[config.mk]
export PLATFORM = sky130hd
export DESIGN_NAME = simd_lane_alu
export DESIGN_NICKNAME = d
export VERILOG_FILES = /design/src/rtl/simd_lane_alu_pkg.sv /design/src/rtl/simd_byte_lane.sv /design/src/rtl/simd_half_lane.sv /design/src/rtl/simd_lane_alu.sv
export SDC_FILE = /design/constraint.sdc
export NUM_CORES = 1
export LEC_CHECK = 0
export CAP_MARGIN = 20
export CORE_ASPECT_RATIO = 1.1
export CORE_MARGIN = 1.5
export CORE_UTILIZATION = 35
export CTS_BUF_LIST = sky130_fd_sc_hd__clkbuf_4 sky130_fd_sc_hd__clkbuf_8 sky130_fd_sc_hd__clkbuf_16
export CTS_CLUSTER_DIAMETER = 100
export DETAILED_ROUTE_END_ITERATION = 10
export GPL_TIMING_DRIVEN = 1
export PLACE_DENSITY = 0.51
export REMOVE_ABC_BUFFERS = 1
export SYNTH_ARGS = -nofsm -noshare
export SYNTH_HDL_FRONTEND = slang
export SYNTH_SLANG_ARGS = --single-unit
[constraint.sdc]
create_clock -name clk -period 14.99 [get_ports clk]
set_input_delay 2.2485 -clock clk [delete_from_list [all_inputs] [get_ports clk]]
set_output_delay 2.2485 -clock clk [all_outputs]
set_load 0.01 [all_outputs]
[src/rtl/simd_lane_alu_pkg.sv]
package simd_lane_alu_pkg;
  localparam int OP_W = 5;

  typedef enum logic [OP_W-1:0] {
    OP_ADD8   = 5'd0,
    OP_SUB8   = 5'd1,
    OP_ADDS8  = 5'd2,
    OP_AVG8   = 5'd3,
    OP_ABSD8  = 5'd4,
    OP_MIN8   = 5'd5,
    OP_MAX8   = 5'd6,
    OP_CMPGT8 = 5'd7,
    OP_MUL8   = 5'd8,
    OP_POPC8  = 5'd9,
    OP_ADD16  = 5'd10,
    OP_SUB16  = 5'd11,
    OP_ADDS16 = 5'd12,
    OP_AVG16  = 5'd13,
    OP_MIN16  = 5'd14,
    OP_MAX16  = 5'd15,
    OP_CMPGT16= 5'd16,
    OP_MUL16  = 5'd17,
    OP_SWAPB  = 5'd18
  } lane_op_e;
endpackage

[src/rtl/simd_byte_lane.sv]
module simd_byte_lane
  import simd_lane_alu_pkg::*;
#(
  parameter int W = 8
) (
  input  lane_op_e     op,
  input  logic [W-1:0] a,
  input  logic [W-1:0] b,
  output logic [W-1:0] r
);
  localparam int CW = $clog2(W + 1);

  logic [W:0]     sum_x;
  logic [W:0]     sum_rnd;
  logic [W-1:0]   dif;
  logic [2*W-1:0] prod;
  logic           a_gt;
  logic [CW-1:0]  ones;

  assign sum_x   = {1'b0, a} + {1'b0, b};
  assign sum_rnd = sum_x + {{W{1'b0}}, 1'b1};
  assign dif     = a - b;
  assign prod    = a * b;
  assign a_gt    = a > b;

  always_comb begin
    ones = '0;
    for (int i = 0; i < W; i++) ones = ones + CW'(a[i]);
  end

  always_comb begin
    unique case (op)
      OP_ADD8:   r = sum_x[W-1:0];
      OP_SUB8:   r = dif;
      OP_ADDS8:  r = sum_x[W] ? {W{1'b1}} : sum_x[W-1:0];
      OP_AVG8:   r = sum_rnd[W:1];
      OP_ABSD8:  r = a_gt ? dif : (b - a);
      OP_MIN8:   r = a_gt ? b : a;
      OP_MAX8:   r = a_gt ? a : b;
      OP_CMPGT8: r = {W{a_gt}};
      OP_MUL8:   r = prod[W-1:0];
      OP_POPC8:  r = W'(ones);
      default:   r = '0;
    endcase
  end
endmodule

[src/rtl/simd_half_lane.sv]
module simd_half_lane
  import simd_lane_alu_pkg::*;
#(
  parameter int W = 16
) (
  input  lane_op_e     op,
  input  logic [W-1:0] a,
  input  logic [W-1:0] b,
  output logic [W-1:0] r
);
  logic [W:0]     sum_x;
  logic [W:0]     sum_rnd;
  logic [W:0]     dif_x;
  logic [2*W-1:0] prod;
  logic           a_gt;
  logic           ovf;
  logic [W-1:0]   sat_val;

  assign sum_x   = {a[W-1], a} + {b[W-1], b};
  assign dif_x   = {a[W-1], a} - {b[W-1], b};
  assign sum_rnd = sum_x + {{W{1'b0}}, 1'b1};
  assign prod    = a * b;
  assign a_gt    = $signed(a) > $signed(b);
  assign ovf     = sum_x[W] ^ sum_x[W-1];
  assign sat_val = sum_x[W] ? {1'b1, {(W-1){1'b0}}} : {1'b0, {(W-1){1'b1}}};

  always_comb begin
    unique case (op)
      OP_ADD16:   r = sum_x[W-1:0];
      OP_SUB16:   r = dif_x[W-1:0];
      OP_ADDS16:  r = ovf ? sat_val : sum_x[W-1:0];
      OP_AVG16:   r = sum_rnd[W:1];
      OP_MIN16:   r = a_gt ? b : a;
      OP_MAX16:   r = a_gt ? a : b;
      OP_CMPGT16: r = {W{a_gt}};
      OP_MUL16:   r = prod[W-1:0];
      default:    r = '0;
    endcase
  end
endmodule

[src/rtl/simd_lane_alu.sv]
module simd_lane_alu
  import simd_lane_alu_pkg::*;
#(
  parameter int DATA_W = 32,
  parameter int BYTE_W = 8
) (
  input  logic              clk,
  input  logic              rst,
  input  logic [OP_W-1:0]   op,
  input  logic [DATA_W-1:0] src_a,
  input  logic [DATA_W-1:0] src_b,
  output logic [DATA_W-1:0] result
);
  localparam int HALF_W  = 2 * BYTE_W;
  localparam int N_BYTES = DATA_W / BYTE_W;
  localparam int N_HALFS = DATA_W / HALF_W;

  lane_op_e          op_e;
  logic [DATA_W-1:0] byte_res;
  logic [DATA_W-1:0] half_res;
  logic [DATA_W-1:0] swap_res;
  logic [DATA_W-1:0] next_res;

  assign op_e = lane_op_e'(op);

  for (genvar g = 0; g < N_BYTES; g++) begin : g_byte
    simd_byte_lane #(.W(BYTE_W)) u_lane (
      .op(op_e),
      .a (src_a[g*BYTE_W +: BYTE_W]),
      .b (src_b[g*BYTE_W +: BYTE_W]),
      .r (byte_res[g*BYTE_W +: BYTE_W])
    );
  end

  for (genvar h = 0; h < N_HALFS; h++) begin : g_half
    simd_half_lane #(.W(HALF_W)) u_lane (
      .op(op_e),
      .a (src_a[h*HALF_W +: HALF_W]),
      .b (src_b[h*HALF_W +: HALF_W]),
      .r (half_res[h*HALF_W +: HALF_W])
    );
    assign swap_res[h*HALF_W +: HALF_W] =
      {src_a[h*HALF_W +: BYTE_W], src_a[h*HALF_W + BYTE_W +: BYTE_W]};
  end

  always_comb begin
    if (op <= OP_W'(OP_POPC8))        next_res = byte_res;
    else if (op <= OP_W'(OP_MUL16))   next_res = half_res;
    else if (op == OP_W'(OP_SWAPB))   next_res = swap_res;
    else                              next_res = '0;
  end

  always_ff @(posedge clk) begin
    if (rst) result <= '0;
    else     result <= next_res;
  end
endmodule

* Yosys cells after proc, flatten, opt, wreduce, memory -nomap -nowiden *
Index checks and enable logic that the tools add are counted.
W data, S select, Z words.

word-level totals
  memories = 0
  bits in registers = 32
  output and inout bits = 32
  memory bits (writable) = 0
  word-level logic and storage cells = 119
  bits in read-only memories = 0
  latch bits = 0
  bits of input ports = 71

cells by class
  reductions and logical operators = 1
  shift operators = 0
  eq/ne operators = 18
  order comparisons = 8
  multipliers = 6
  divide/modulo/power cells = 0
  bitwise logic cells = 2
  add/subtract/negate cells = 50
  mux-type cells = 33

operators by type and width
  kind                     number
  $pmux W8 S10             4
  $pmux W16 S8             2
  $mux W16                 8
  $mux W8                  16
  $add A4 B1 Y4            24
  $mux W32                 3
  $sub A8 B8 Y8            8
  $eq A5 B4 Y1 const B     8
  $add A8 B8 Y9            4
  $add A9 B1 Y9 const B    4
  $add A16 B16 Y17         2
  $add A17 B1 Y17 const B  2
  $gt A16 B16 Y1           2
  $gt A8 B8 Y1             4
  $mul A16 B16 Y16         2
  $mul A8 B8 Y8            4
  $sub A16 B16 Y16         2
  $eq A5 B3 Y1 const B     4
  $eq A5 B5 Y1 const B     3
  $eq A5 B2 Y1 const B     2
  $add A1 B1 Y2            4
  $eq A5 B1 Y1 const B     1
  $le A5 B4 Y1 const B     1
  $le A5 B5 Y1 const B     1
  2 further kinds          3

* Depth between registers and ports, before layout *
Gate-level depths: netlist of the first run.

  word-level depth = 9
  mapped depth = 24
  depth with buffers taken out = 23

* Cells and area by module *
Synthesis of the first run repeated with hierarchy kept, for this count alone.

second synthesis, totals
  cell total of the unflattened synthesis = 3,614
  area total of the unflattened synthesis = 27,418.8 um2

modules (own cells, without submodules)
  module                                  area an instance (um2)  cells each  instances
  simd_byte_lane at g_byte[0].u_lane ...  2,881.5                 394         3
  simd_half_lane at g_half[1].u_lane      6,924.1                 911         1
  simd_half_lane at g_half[0].u_lane      6,754.0                 870         1
  simd_byte_lane at g_byte[1].u_lane      2,880.3                 391         1
  simd_lane_alu                           2,215.9                 260         1

* Least setup slack after synthesis of the first run *
OpenSTA, ideal clock, no wires.

  path kind = input port to flip-flop
  from = input port src_a[24]
  to = register result[31]
  path buffers = 2
  required time = 14.858 ns
  path slack = 7.542 ns
  setup time = 0.132 ns
  stages on the path = 22
  data arrival time = 7.316 ns
  cell sequence = clkbuf_1 inv_1 clkbuf_1 nor2_1 fa_1 inv_1 fa_1 inv_1 fa_1 fa_1 fa_1 inv_1 fa_1 inv_1 ha_1 or2_2 a21oi_1 a21oi_1 xnor2_1 nor2_1 a2111oi_2 a31oi_1

on the way
  cells in the longest elaborated chain, start to end = 6

ends and longest elaborated chain
  item                                                                      line                 RTL
  start: declaration                                                        simd_lane_alu.sv:10  input logic [DATA_W-1:0] src_a,
  parallel branches: the longest is 5 deep, another holds $mul A16 B16 Y16  -
  $mux W32 (*)                                                              simd_lane_alu.sv:47  if (op <= OP_W'(OP_POPC8)) next_res = byte_res;
  end signal: assignment                                                    simd_lane_alu.sv:55  else result <= next_res;
  end: declaration                                                          simd_lane_alu.sv:12  output logic [DATA_W-1:0] result

Every way passes the cells marked *.
A chain may end at the register's enable or synchronous reset.

* Final worst setup path of the first run *
  from = input port src_a[17]
  to = register result[31]

on the way
  cells in the longest elaborated chain, start to end = 6

ends and longest elaborated chain
  item                                                                      line                  RTL
  parallel branches: the longest is 3 deep, another holds $mul A16 B16 Y16  -
  $pmux W16 S8 (*)                                                          simd_half_lane.sv:28  unique case (op)
  $mux W32 (*)                                                              simd_lane_alu.sv:48   else if (op <= OP_W'(OP_MUL16)) next_res = half_res;
  $mux W32 (*)                                                              simd_lane_alu.sv:47

Marks and branches as above.

==> report_table.html, run 1 <==
<table>
<tr><th>Metric</th><th>Value</th></tr>
<tr><th colspan="2">Pwr</th></tr>
<tr><td>Peak supply drop</td><td>~0.00015 V</td></tr>
<tr><td>Power Density</td><td>approximately 120 nW/um2</td></tr>
<tr><td>Leak</td><td>around 0.011 uW</td></tr>
<tr><th colspan="2">Placed design</th></tr>
<tr><td>Placement-stage cell area</td><td>23,400 um2</td></tr>
<tr><td>Global placement routability congestion</td><td>roughly 1.0</td></tr>
<tr><td># port buffers</td><td>102</td></tr>
<tr><td>Placed insts</td><td>3,655</td></tr>
<tr><td>Final HPWL from detailed placement</td><td>75,300 um</td></tr>
<tr><th colspan="2">Yosys</th></tr>
<tr><td>Proportion of synthesized area in mux cells</td><td>~1.3%</td></tr>
<tr><td>Avg Cell Area, Syn</td><td>7.67 um2</td></tr>
<tr><td>Async set or reset register ratio after synthesis</td><td>0%</td></tr>
<tr><td>Largest cells by area after synthesis</td><td>sky130_fd_sc_hd__fa_1 22%, sky130_fd_sc_hd__ha_1 16%, sky130_fd_sc_hd__xnor2_1 8.4%</td></tr>
<tr><td>Ys Warns</td><td>0</td></tr>
<tr><td>Most instantiated library cell after synthesis</td><td>sky130_fd_sc_hd__inv_1</td></tr>
<tr><td>Synth cell count leaders</td><td>437 x sky130_fd_sc_hd__inv_1, 287 x sky130_fd_sc_hd__nand2_1, 286 x sky130_fd_sc_hd__nor2_1</td></tr>
<tr><td>Post-synthesis compound-gate area fraction</td><td>about a fifth</td></tr>
<tr><td>Simple-gate share of the synthesized area</td><td>between 15 and 20%</td></tr>
<tr><td>Area share of the largest cell type after synthesis</td><td>~22%</td></tr>
<tr><td>XOR/XNOR share of the synthesized area</td><td>a little under an eighth</td></tr>
<tr><td>Share of the yosys chip area belonging to registers</td><td>roughly 3.0%</td></tr>
<tr><td>Seq cells post-synth</td><td>32</td></tr>
<tr><td>Cells after Synth</td><td>between 2,000 and 3,000</td></tr>
<tr><td>Dominant combinational cell family by area after synthesis</td><td>adder cells</td></tr>
<tr><td>Number of unique standard cell types used by synthesis</td><td>just over 100</td></tr>
<tr><td>Largest area contributor in the netlist</td><td>sky130_fd_sc_hd__fa_1</td></tr>
<tr><td>Number of flops mapped to enable cells by yosys</td><td>0</td></tr>
<tr><td>Area share of fa/ha/maj cells after synthesis</td><td>between 30% and 40%</td></tr>
<tr><td>Most common flop cell mapped by yosys</td><td>sky130_fd_sc_hd__dfxtp_1</td></tr>
<tr><td>Combined area of all synthesized cells</td><td>21,500 um2</td></tr>
<tr><th colspan="2">Final layout</th></tr>
<tr><td>Max FFs per register</td><td>32</td></tr>
<tr><td>Fraction of final layout cells with drive strength greater than 1</td><td>4.40%</td></tr>
<tr><td>Final instance area</td><td>around 24,000 um2</td></tr>
<tr><td>Fill cell total of the finished layout</td><td>6,504</td></tr>
<tr><td>Core Util, Final</td><td>38.7%</td></tr>
<tr><td>Number of diodes added for antenna fixing</td><td>0</td></tr>
<tr><td>Registers with the most flip-flops</td><td>result: 32 flops</td></tr>
<tr><td>Largest Register</td><td>result</td></tr>
<tr><td>Synthesis-to-layout area growth</td><td>9.79%</td></tr>
<tr><td>Final Non-Filler Cells</td><td>around 3,700</td></tr>
<tr><td>NumNets Final</td><td>approximately 3,400</td></tr>
<tr><th colspan="2">Critical path</th></tr>
<tr><td>Worst setup EP type</td><td>flip-flop</td></tr>
<tr><td>Crit path buffers/inverters</td><td>4</td></tr>
<tr><td>Sequence of cells on the critical path</td><td>clkdlybuf4s50_1 -&gt; inv_1 -&gt; nor2_1 -&gt; fa_1 -&gt; fa_1 -&gt; ha_1 -&gt; fa_1 -&gt; inv_1 -&gt; fa_1 -&gt; fa_1 -&gt; inv_1 -&gt; ha_1 -&gt; nor2_1 -&gt; nor2b_1 -&gt; o21ai_0 -&gt; a21oi_1 -&gt; o31ai_1 -&gt; a21oi_1 -&gt; xnor2_1 -&gt; nor2_1 -&gt; a2111oi_2 -&gt; a31oi_1</td></tr>
<tr><td>Critical Path AT</td><td>around 9.5 ns</td></tr>
<tr><td>Maximum net fanout on the critical path</td><td>14</td></tr>
<tr><td>Dominant delay contributor by cell family on the critical path</td><td>adder cells</td></tr>
<tr><td>Critical Path RT</td><td>15.19 ns</td></tr>
<tr><td>Highest-delay cell along the critical path</td><td>sky130_fd_sc_hd__clkdlybuf4s50_1</td></tr>
<tr><td>Startpoint type of the worst setup path</td><td>primary input</td></tr>
<tr><td>Most common cell on crit path</td><td>sky130_fd_sc_hd__fa_1</td></tr>
<tr><td>CP peak stage delay</td><td>~1.0 ns</td></tr>
<tr><td>WS Path Type</td><td>primary input to flip-flop</td></tr>
<tr><th colspan="2">Floorplan</th></tr>
<tr><td>Core Region</td><td>60,900 um2</td></tr>
<tr><td>Die outline width</td><td>approximately 240 um</td></tr>
<tr><td>Row cnt</td><td>between 90 and 100</td></tr>
<tr><td>Die height</td><td>~260 um</td></tr>
<tr><td>Initial Utilization</td><td>about a third</td></tr>
<tr><td>Ports placed on the boundary</td><td>approximately 100</td></tr>
<tr><td>Total Die Area</td><td>approximately 63,000 um2</td></tr>
<tr><th colspan="2">Timing</th></tr>
<tr><td>Total count of max-transition violations in the final report</td><td>0</td></tr>
<tr><td>Worst-case headroom to the max-slew limit</td><td>between 10% and 20%</td></tr>
<tr><td>Final Hold Fails</td><td>0</td></tr>
<tr><td>Setup repair after global routing missed its margin</td><td>no</td></tr>
<tr><td>Final worst-path cycle share</td><td>between 60% and 70%</td></tr>
<tr><td>Time the worst path needs with I/O delays and setup</td><td>9.26 ns</td></tr>
<tr><td>Final-layout setup total negative slack</td><td>0 ns</td></tr>
<tr><td>Timing-limited maximum frequency</td><td>around 0.11 GHz</td></tr>
<tr><td>Slew at the pin closest to its max-slew limit</td><td>approximately 1.2 ns</td></tr>
<tr><td>Final setup vio count</td><td>0</td></tr>
<tr><td>Min Hold Slack</td><td>approximately 2.8 ns</td></tr>
<tr><th colspan="2">Detailed routing</th></tr>
<tr><td>Drt drc</td><td>0</td></tr>
<tr><td>Via count</td><td>about 21,000</td></tr>
<tr><td>Detail Route Antenna Nets</td><td>0</td></tr>
<tr><td>Routed wire per std cell</td><td>around 26 um</td></tr>
<tr><td>Detailed Route WL</td><td>roughly 96,000 um</td></tr>
<tr><td>Starting DRT DRC Count</td><td>between 2,000 and 2,500</td></tr>
<tr><td>Via count normalized by instance count</td><td>approximately 5.8</td></tr>
<tr><td>First-pass iteration count of the detailed router</td><td>7</td></tr>
<tr><th colspan="2">GRT</th></tr>
<tr><td>Pin count of the biggest net entering global routing</td><td>33</td></tr>
<tr><td>Initial antenna violation count</td><td>2</td></tr>
<tr><td>Number of global-route vias before repair</td><td>between 20,000 and 25,000</td></tr>
<tr><td>Met2 track demand over resource</td><td>between 50% and 60%</td></tr>
<tr><td>Met3 track demand over resource in global routing</td><td>under 10%</td></tr>
<tr><td>Global-route wire length before repair</td><td>approximately 140,000 um</td></tr>
<tr><td>Aggregate global-route resource usage</td><td>30.2%</td></tr>
<tr><td>GRT overflow</td><td>0</td></tr>
<tr><td>Met1 track demand over resource in global routing</td><td>36.9%</td></tr>
<tr><td>Highest-utilization routing layer at the global route stage</td><td>met2</td></tr>
<tr><th colspan="2">Clocking</th></tr>
<tr><td>Maximum level of the CTS H-tree</td><td>2</td></tr>
<tr><td>Number of gates resized after CTS</td><td>0</td></tr>
<tr><td>TritonCTS clock tree</td><td>done</td></tr>
<tr><td>Root buffer cell</td><td>sky130_fd_sc_hd__clkbuf_16</td></tr>
<tr><td>Buffer count from post-CTS setup fixing</td><td>0</td></tr>
<tr><td>Clock-pin transition on the worst setup and hold timing paths</td><td>around 0.080 ns</td></tr>
<tr><td>CTS max path bufs</td><td>2</td></tr>
<tr><td>Cts-stage hold buffer count</td><td>0</td></tr>
<tr><td># clock sinks</td><td>32</td></tr>
<tr><td>Num CTS Buffers</td><td>5</td></tr>
<tr><th colspan="2">Worst hold path</th></tr>
<tr><td>Worst min-delay path endpoint</td><td>result[3]$_SDFF_PP0_</td></tr>
<tr><td>Class of the worst hold path</td><td>primary input to flip-flop</td></tr>
<tr><td>Launch instance of the worst min-delay path</td><td>src_a[3]</td></tr>
<tr><td>Cell depth of the worst min-delay path</td><td>4</td></tr>
<tr><th colspan="2">Flow run</th></tr>
<tr><td>Maximum Capacitance Violations</td><td>0</td></tr>
<tr><th colspan="2">Run status</th></tr>
<tr><td>Run status</td><td>finished clean</td></tr>
</table>
## routing by layer
layer,share of wire (%),wire length [um]
met5,0.013,12
met4,5.8,5570
met3,7.3,6960
met2,48,46200
met1,39,36900
## where the power goes
group | internal [uW] | total (uW) | switching (uW)
Clock | 88.3 | 151 | 62.9
Combinational | 969 | 2520 | 1550
Sequential | 98.6 | 109 | 10.3
## metrics by stage
stage / power (uW) / worst slack (ns)
detailed placement: 2590 / 5.47
floorplan: 1750 / 7.76
global route: 3020 / 5.42
finish: 2780 / 5.73
CTS: 2760 / 5.79
global placement: 2590 / 5.60
## how the worst max path moves through the flow
stage	slack, ns	startpoint	endpoint	depth (start not counted)
2_1_floorplan	7.76	src_a[1]	result[15]$_SDFF_PP0_	23
3_3_place_gp	5.60	src_a[17]	result[31]$_SDFF_PP0_	22
3_5_place_dp	5.47	src_a[17]	result[31]$_SDFF_PP0_	22
4_1_cts	5.79	src_a[17]	result[31]$_SDFF_PP0_	22
5_1_grt	5.42	src_a[17]	result[31]$_SDFF_PP0_	22
6_report	5.73	src_a[17]	result[31]$_SDFF_PP0_	22
## cells by family after synthesis
logic type / after synthesis
DFF: 32
xor gates and xnor gates: 283
and+or+nand+nor: 800
buffers and inverters: 569
muxes: 27
adders and majority gates: 511
AOI/OAI and AO/OA: 576
## area by class of cell
type	instances	area, um2	area share [%]
timing repair buffer	152	1400	5.92
clock inverter	1	30.0	0.127
sequential	32	641	2.72
multi-input combinational	2197	18600	79.0
inverter	450	1690	7.17
clock buffer	7	153	0.648
tap	824	1030	4.37
## cells in the final DEF, fill, tap and decap left out, types with 15 or more instances in the layout
master                            count
sky130_fd_sc_hd__a211oi_1            25
sky130_fd_sc_hd__a21o_1              43
sky130_fd_sc_hd__a21oi_1            127
sky130_fd_sc_hd__a221oi_1            34
sky130_fd_sc_hd__a22oi_1             22
sky130_fd_sc_hd__a31oi_1             29
sky130_fd_sc_hd__and2_1              21
sky130_fd_sc_hd__buf_4               50
sky130_fd_sc_hd__clkdlybuf4s50_1    102
sky130_fd_sc_hd__dfxtp_1             32
sky130_fd_sc_hd__fa_1               234
sky130_fd_sc_hd__ha_1               276
sky130_fd_sc_hd__inv_1              437
sky130_fd_sc_hd__mux2i_1             24
sky130_fd_sc_hd__nand2_1            287
sky130_fd_sc_hd__nand2b_1            20
sky130_fd_sc_hd__nand3_1             33
sky130_fd_sc_hd__nand4_1             20
sky130_fd_sc_hd__nor2_1             281
sky130_fd_sc_hd__nor2b_1             25
sky130_fd_sc_hd__nor3_1              37
sky130_fd_sc_hd__o211ai_1            21
sky130_fd_sc_hd__o21a_1              15
sky130_fd_sc_hd__o21ai_0             94
sky130_fd_sc_hd__o21bai_1            18
sky130_fd_sc_hd__xnor2_1            206
sky130_fd_sc_hd__xor2_1              76
No activity file was read; power rests on OpenSTA's default activity.
==> run 2: changes to the inputs <==
Settings changed: PLACE_DENSITY 0.51 to 0.53.
Clock period 14.99 ns to 7.9 ns, I/O delays scaled along.
==> run 2 against run 1 <==
Compared with the run above: first-iteration DRC count shrank 2.9%; global-route usage shrank 0.37 points; critical path depth grew 1; die area is the same; final area grew 1.6%; core utilization grew 0.61 points; critical path type unchanged; via count grew 2.3%; worst setup slack lost 5.2 ns.
==> report_table.html, run 2 (synthesis gave the netlist of run 1 again) <==
<table>
<tr><th>Metric</th><th>Value</th></tr>
<tr><th colspan="2">Run status</th></tr>
<tr><td>Run status</td><td>finished clean</td></tr>
<tr><th colspan="2">Detailed routing</th></tr>
<tr><td>Drt drc</td><td>0</td></tr>
<tr><td>Detailed Route WL</td><td>between 90,000 and 100,000 um</td></tr>
<tr><td>Met2 routed wirelength</td><td>around 44,000 um</td></tr>
<tr><td>Routed met3 length</td><td>7140 um</td></tr>
<tr><td>Starting DRT DRC Count</td><td>a little over 2,000</td></tr>
<tr><td>Via count normalized by instance count</td><td>approximately 5.8</td></tr>
<tr><td>First-pass iteration count of the detailed router</td><td>8</td></tr>
<tr><td>Highest routed layer</td><td>met5</td></tr>
<tr><td>Via count</td><td>around 22,000</td></tr>
<tr><td>Detail Route Antenna Nets</td><td>0</td></tr>
<tr><td>Routed wire per std cell</td><td>around 25 um</td></tr>
<tr><td>Routed met1 length</td><td>around 36,000 um</td></tr>
<tr><th colspan="2">Floorplan</th></tr>
<tr><td>Core Region</td><td>60,900 um2</td></tr>
<tr><td>Die height</td><td>263 um</td></tr>
<tr><td>Total Die Area</td><td>62,800 um2</td></tr>
<tr><td>Die outline width</td><td>239 um</td></tr>
<tr><td>Ports placed on the boundary</td><td>approximately 100</td></tr>
<tr><td>Initial Utilization</td><td>between 30% and 40%</td></tr>
<tr><td>Row cnt</td><td>95</td></tr>
<tr><th colspan="2">Clocking</th></tr>
<tr><td>TritonCTS clock tree</td><td>done</td></tr>
<tr><td>Num CTS Buffers</td><td>5</td></tr>
<tr><td>Clock-pin transition on the worst setup and hold timing paths</td><td>roughly 0.08 ns</td></tr>
<tr><td>Number of gates resized after CTS</td><td>0</td></tr>
<tr><td>Buffer count from post-CTS setup fixing</td><td>0</td></tr>
<tr><td>Root buffer cell</td><td>sky130_fd_sc_hd__clkbuf_16</td></tr>
<tr><td>Cts-stage hold buffer count</td><td>0</td></tr>
<tr><td>CTS max path bufs</td><td>2</td></tr>
<tr><td>Maximum level of the CTS H-tree</td><td>2</td></tr>
<tr><td># clock sinks</td><td>32</td></tr>
<tr><th colspan="2">GRT</th></tr>
<tr><td>GRT overflow</td><td>0</td></tr>
<tr><td>Pin count of the biggest net entering global routing</td><td>33</td></tr>
<tr><td>Initial antenna violation count</td><td>3</td></tr>
<tr><td>Number of global-route vias before repair</td><td>roughly 22,000</td></tr>
<tr><td>Global-route wire length before repair</td><td>around 140,000 um</td></tr>
<tr><td>Aggregate global-route resource usage</td><td>about 30%</td></tr>
<tr><th colspan="2">Placed design</th></tr>
<tr><td>Placement-stage cell area</td><td>about 24,000 um2</td></tr>
<tr><td>Final HPWL from detailed placement</td><td>76,100 um</td></tr>
<tr><td>Global placement routability congestion</td><td>between 1 and 1.5</td></tr>
<tr><td># port buffers</td><td>102</td></tr>
<tr><th colspan="2">Critical path</th></tr>
<tr><td>Critical Path RT</td><td>~8.1 ns</td></tr>
<tr><td>Worst setup EP type</td><td>flip-flop</td></tr>
<tr><td>WS Path Type</td><td>primary input to flip-flop</td></tr>
<tr><td>Startpoint type of the worst setup path</td><td>primary input</td></tr>
<tr><td>Worst Setup SP</td><td>src_b[2]</td></tr>
<tr><td>Critical Path AT</td><td>7.59 ns</td></tr>
<tr><td>Maximum net fanout on the critical path</td><td>13</td></tr>
<tr><th colspan="2">Final layout</th></tr>
<tr><td>Largest Register</td><td>result</td></tr>
<tr><td>Most common cell after layout, fill and taps aside</td><td>sky130_fd_sc_hd__inv_1</td></tr>
<tr><td>Core Util, Final</td><td>between 30% and 40%</td></tr>
<tr><td>Final instance area</td><td>around 24,000 um2</td></tr>
<tr><td>Commonest non-fill, non-tap cells in the layout</td><td>437 x sky130_fd_sc_hd__inv_1, 287 x sky130_fd_sc_hd__nand2_1, 282 x sky130_fd_sc_hd__nor2_1</td></tr>
<tr><td>Registers with the most flip-flops</td><td>result: 32 flops</td></tr>
<tr><td>Fraction of final layout cells with drive strength greater than 1</td><td>under 10%</td></tr>
<tr><td>Fill cell total of the finished layout</td><td>between 6,000 and 7,000</td></tr>
<tr><td>NumNets Final</td><td>3,473</td></tr>
<tr><td>Max FFs per register</td><td>32</td></tr>
<tr><td>Synthesis-to-layout area growth</td><td>11.5%</td></tr>
<tr><th colspan="2">Timing</th></tr>
<tr><td>Timing-limited maximum frequency</td><td>around 0.14 GHz</td></tr>
<tr><td>Total count of max-transition violations in the final report</td><td>0</td></tr>
<tr><td>Final worst-path cycle share</td><td>between 90% and 100%</td></tr>
<tr><td>Worst-case headroom to the max-slew limit</td><td>~18%</td></tr>
<tr><td>Final setup vio count</td><td>0</td></tr>
<tr><td>Final Hold Fails</td><td>0</td></tr>
<tr><td>Slew at the pin closest to its max-slew limit</td><td>1.20 ns</td></tr>
<tr><td>Time the worst path needs with I/O delays and setup</td><td>roughly 7.4 ns</td></tr>
<tr><td>Final-layout setup total negative slack</td><td>0 ns</td></tr>
<tr><td>Setup repair after global routing missed its margin</td><td>no</td></tr>
<tr><th colspan="2">Flow run</th></tr>
<tr><td>Maximum Capacitance Violations</td><td>0</td></tr>
<tr><th colspan="2">Worst hold path</th></tr>
<tr><td>Launch instance of the worst min-delay path</td><td>rst</td></tr>
<tr><td>Class of the worst hold path</td><td>primary input to flip-flop</td></tr>
<tr><th colspan="2">Pwr</th></tr>
<tr><td>Peak supply drop</td><td>0.000149 V</td></tr>
<tr><td>Power Density</td><td>212 nW/um2</td></tr>
<tr><td>Leak</td><td>approximately 0.011 uW</td></tr>
</table>
## run 2: cell types whose count changed in the layout (fill, tap and decap cells not counted), sizes merged
cell / before / now
clkinvlp: 0 / 1
bufinv: 1 / 0
clkbuf: 7 / 6
clkinv: 6 / 7
buf: 50 / 104
diode: 0 / 1
## run 2: final cells by class
class	count	area (um2)	area share, %
diodes	1	2.50	0.0105
inverters	450	1690	7.06
clock inverters	2	16.3	0.0679
multi-input cells	2197	18600	77.8
repair buffers	206	1800	7.53
well taps	824	1030	4.31
flip-flops and latches	32	641	2.68
clock buffers	6	133	0.554
## run 2: path summary, 6_finish.rpt
check | to | slack [ns] | cells after the start
setup / recovery | result[15]$_SDFF_PP0_ | 0.50 | 23
hold / removal | result[25]$_SDFF_PP0_ | 1.78 | 3
## run 2: power by group
group / internal (uW) / leakage [uW] / total (uW) / switching, uW
Combinational: 1860 / 0.0107 / 4610 / 2760
Clock: 122 / 0.0000705 / 241 / 119
Sequential: 187 / 0.000264 / 208 / 21.2
Total: 2170 / 0.0110 / 5060 / 2900
## run 2: worst max-delay path: stages
cell	delay, ns
sky130_fd_sc_hd__clkdlybuf4s50_1	0.84
sky130_fd_sc_hd__inv_1	0.41
sky130_fd_sc_hd__nor2_1	0.10
sky130_fd_sc_hd__fa_1	0.51
sky130_fd_sc_hd__inv_1	0.06
sky130_fd_sc_hd__fa_1	0.39
sky130_fd_sc_hd__fa_1	0.49
sky130_fd_sc_hd__inv_1	0.04
sky130_fd_sc_hd__ha_1	0.32
sky130_fd_sc_hd__fa_1	0.55
sky130_fd_sc_hd__inv_1	0.06
sky130_fd_sc_hd__fa_1	0.52
sky130_fd_sc_hd__inv_1	0.04
sky130_fd_sc_hd__ha_1	0.23
sky130_fd_sc_hd__nor3_1	0.18
sky130_fd_sc_hd__nand3_1	0.15
sky130_fd_sc_hd__a31o_2	0.29
sky130_fd_sc_hd__a21oi_1	0.23
sky130_fd_sc_hd__o21bai_1	0.09
sky130_fd_sc_hd__a21oi_1	0.20
sky130_fd_sc_hd__xnor2_1	0.16
sky130_fd_sc_hd__nand2_1	0.12
sky130_fd_sc_hd__a41oi_1	0.43
## run 2: metal layers
layer | track usage [%] | vias up
li1 | - | 9506
met1 | 36.9 | 10554
met2 | 49.6 | 1163
met3 | 3.11 | 312
met4 | 18.1 | 2
met5 | 0 | -
## run 2: stage by stage
step	hold slack, ns	cells	power, uW	worst slack [ns]
after floorplan	1.25	2679	3310	1.74
after global placement	1.92	3709	4710	0.266
after detailed placement	1.92	3709	4740	0.241
after CTS	1.76	3717	5010	0.565
after global routing	1.78	3717	5520	0.284
final	1.78	3718	5060	0.499
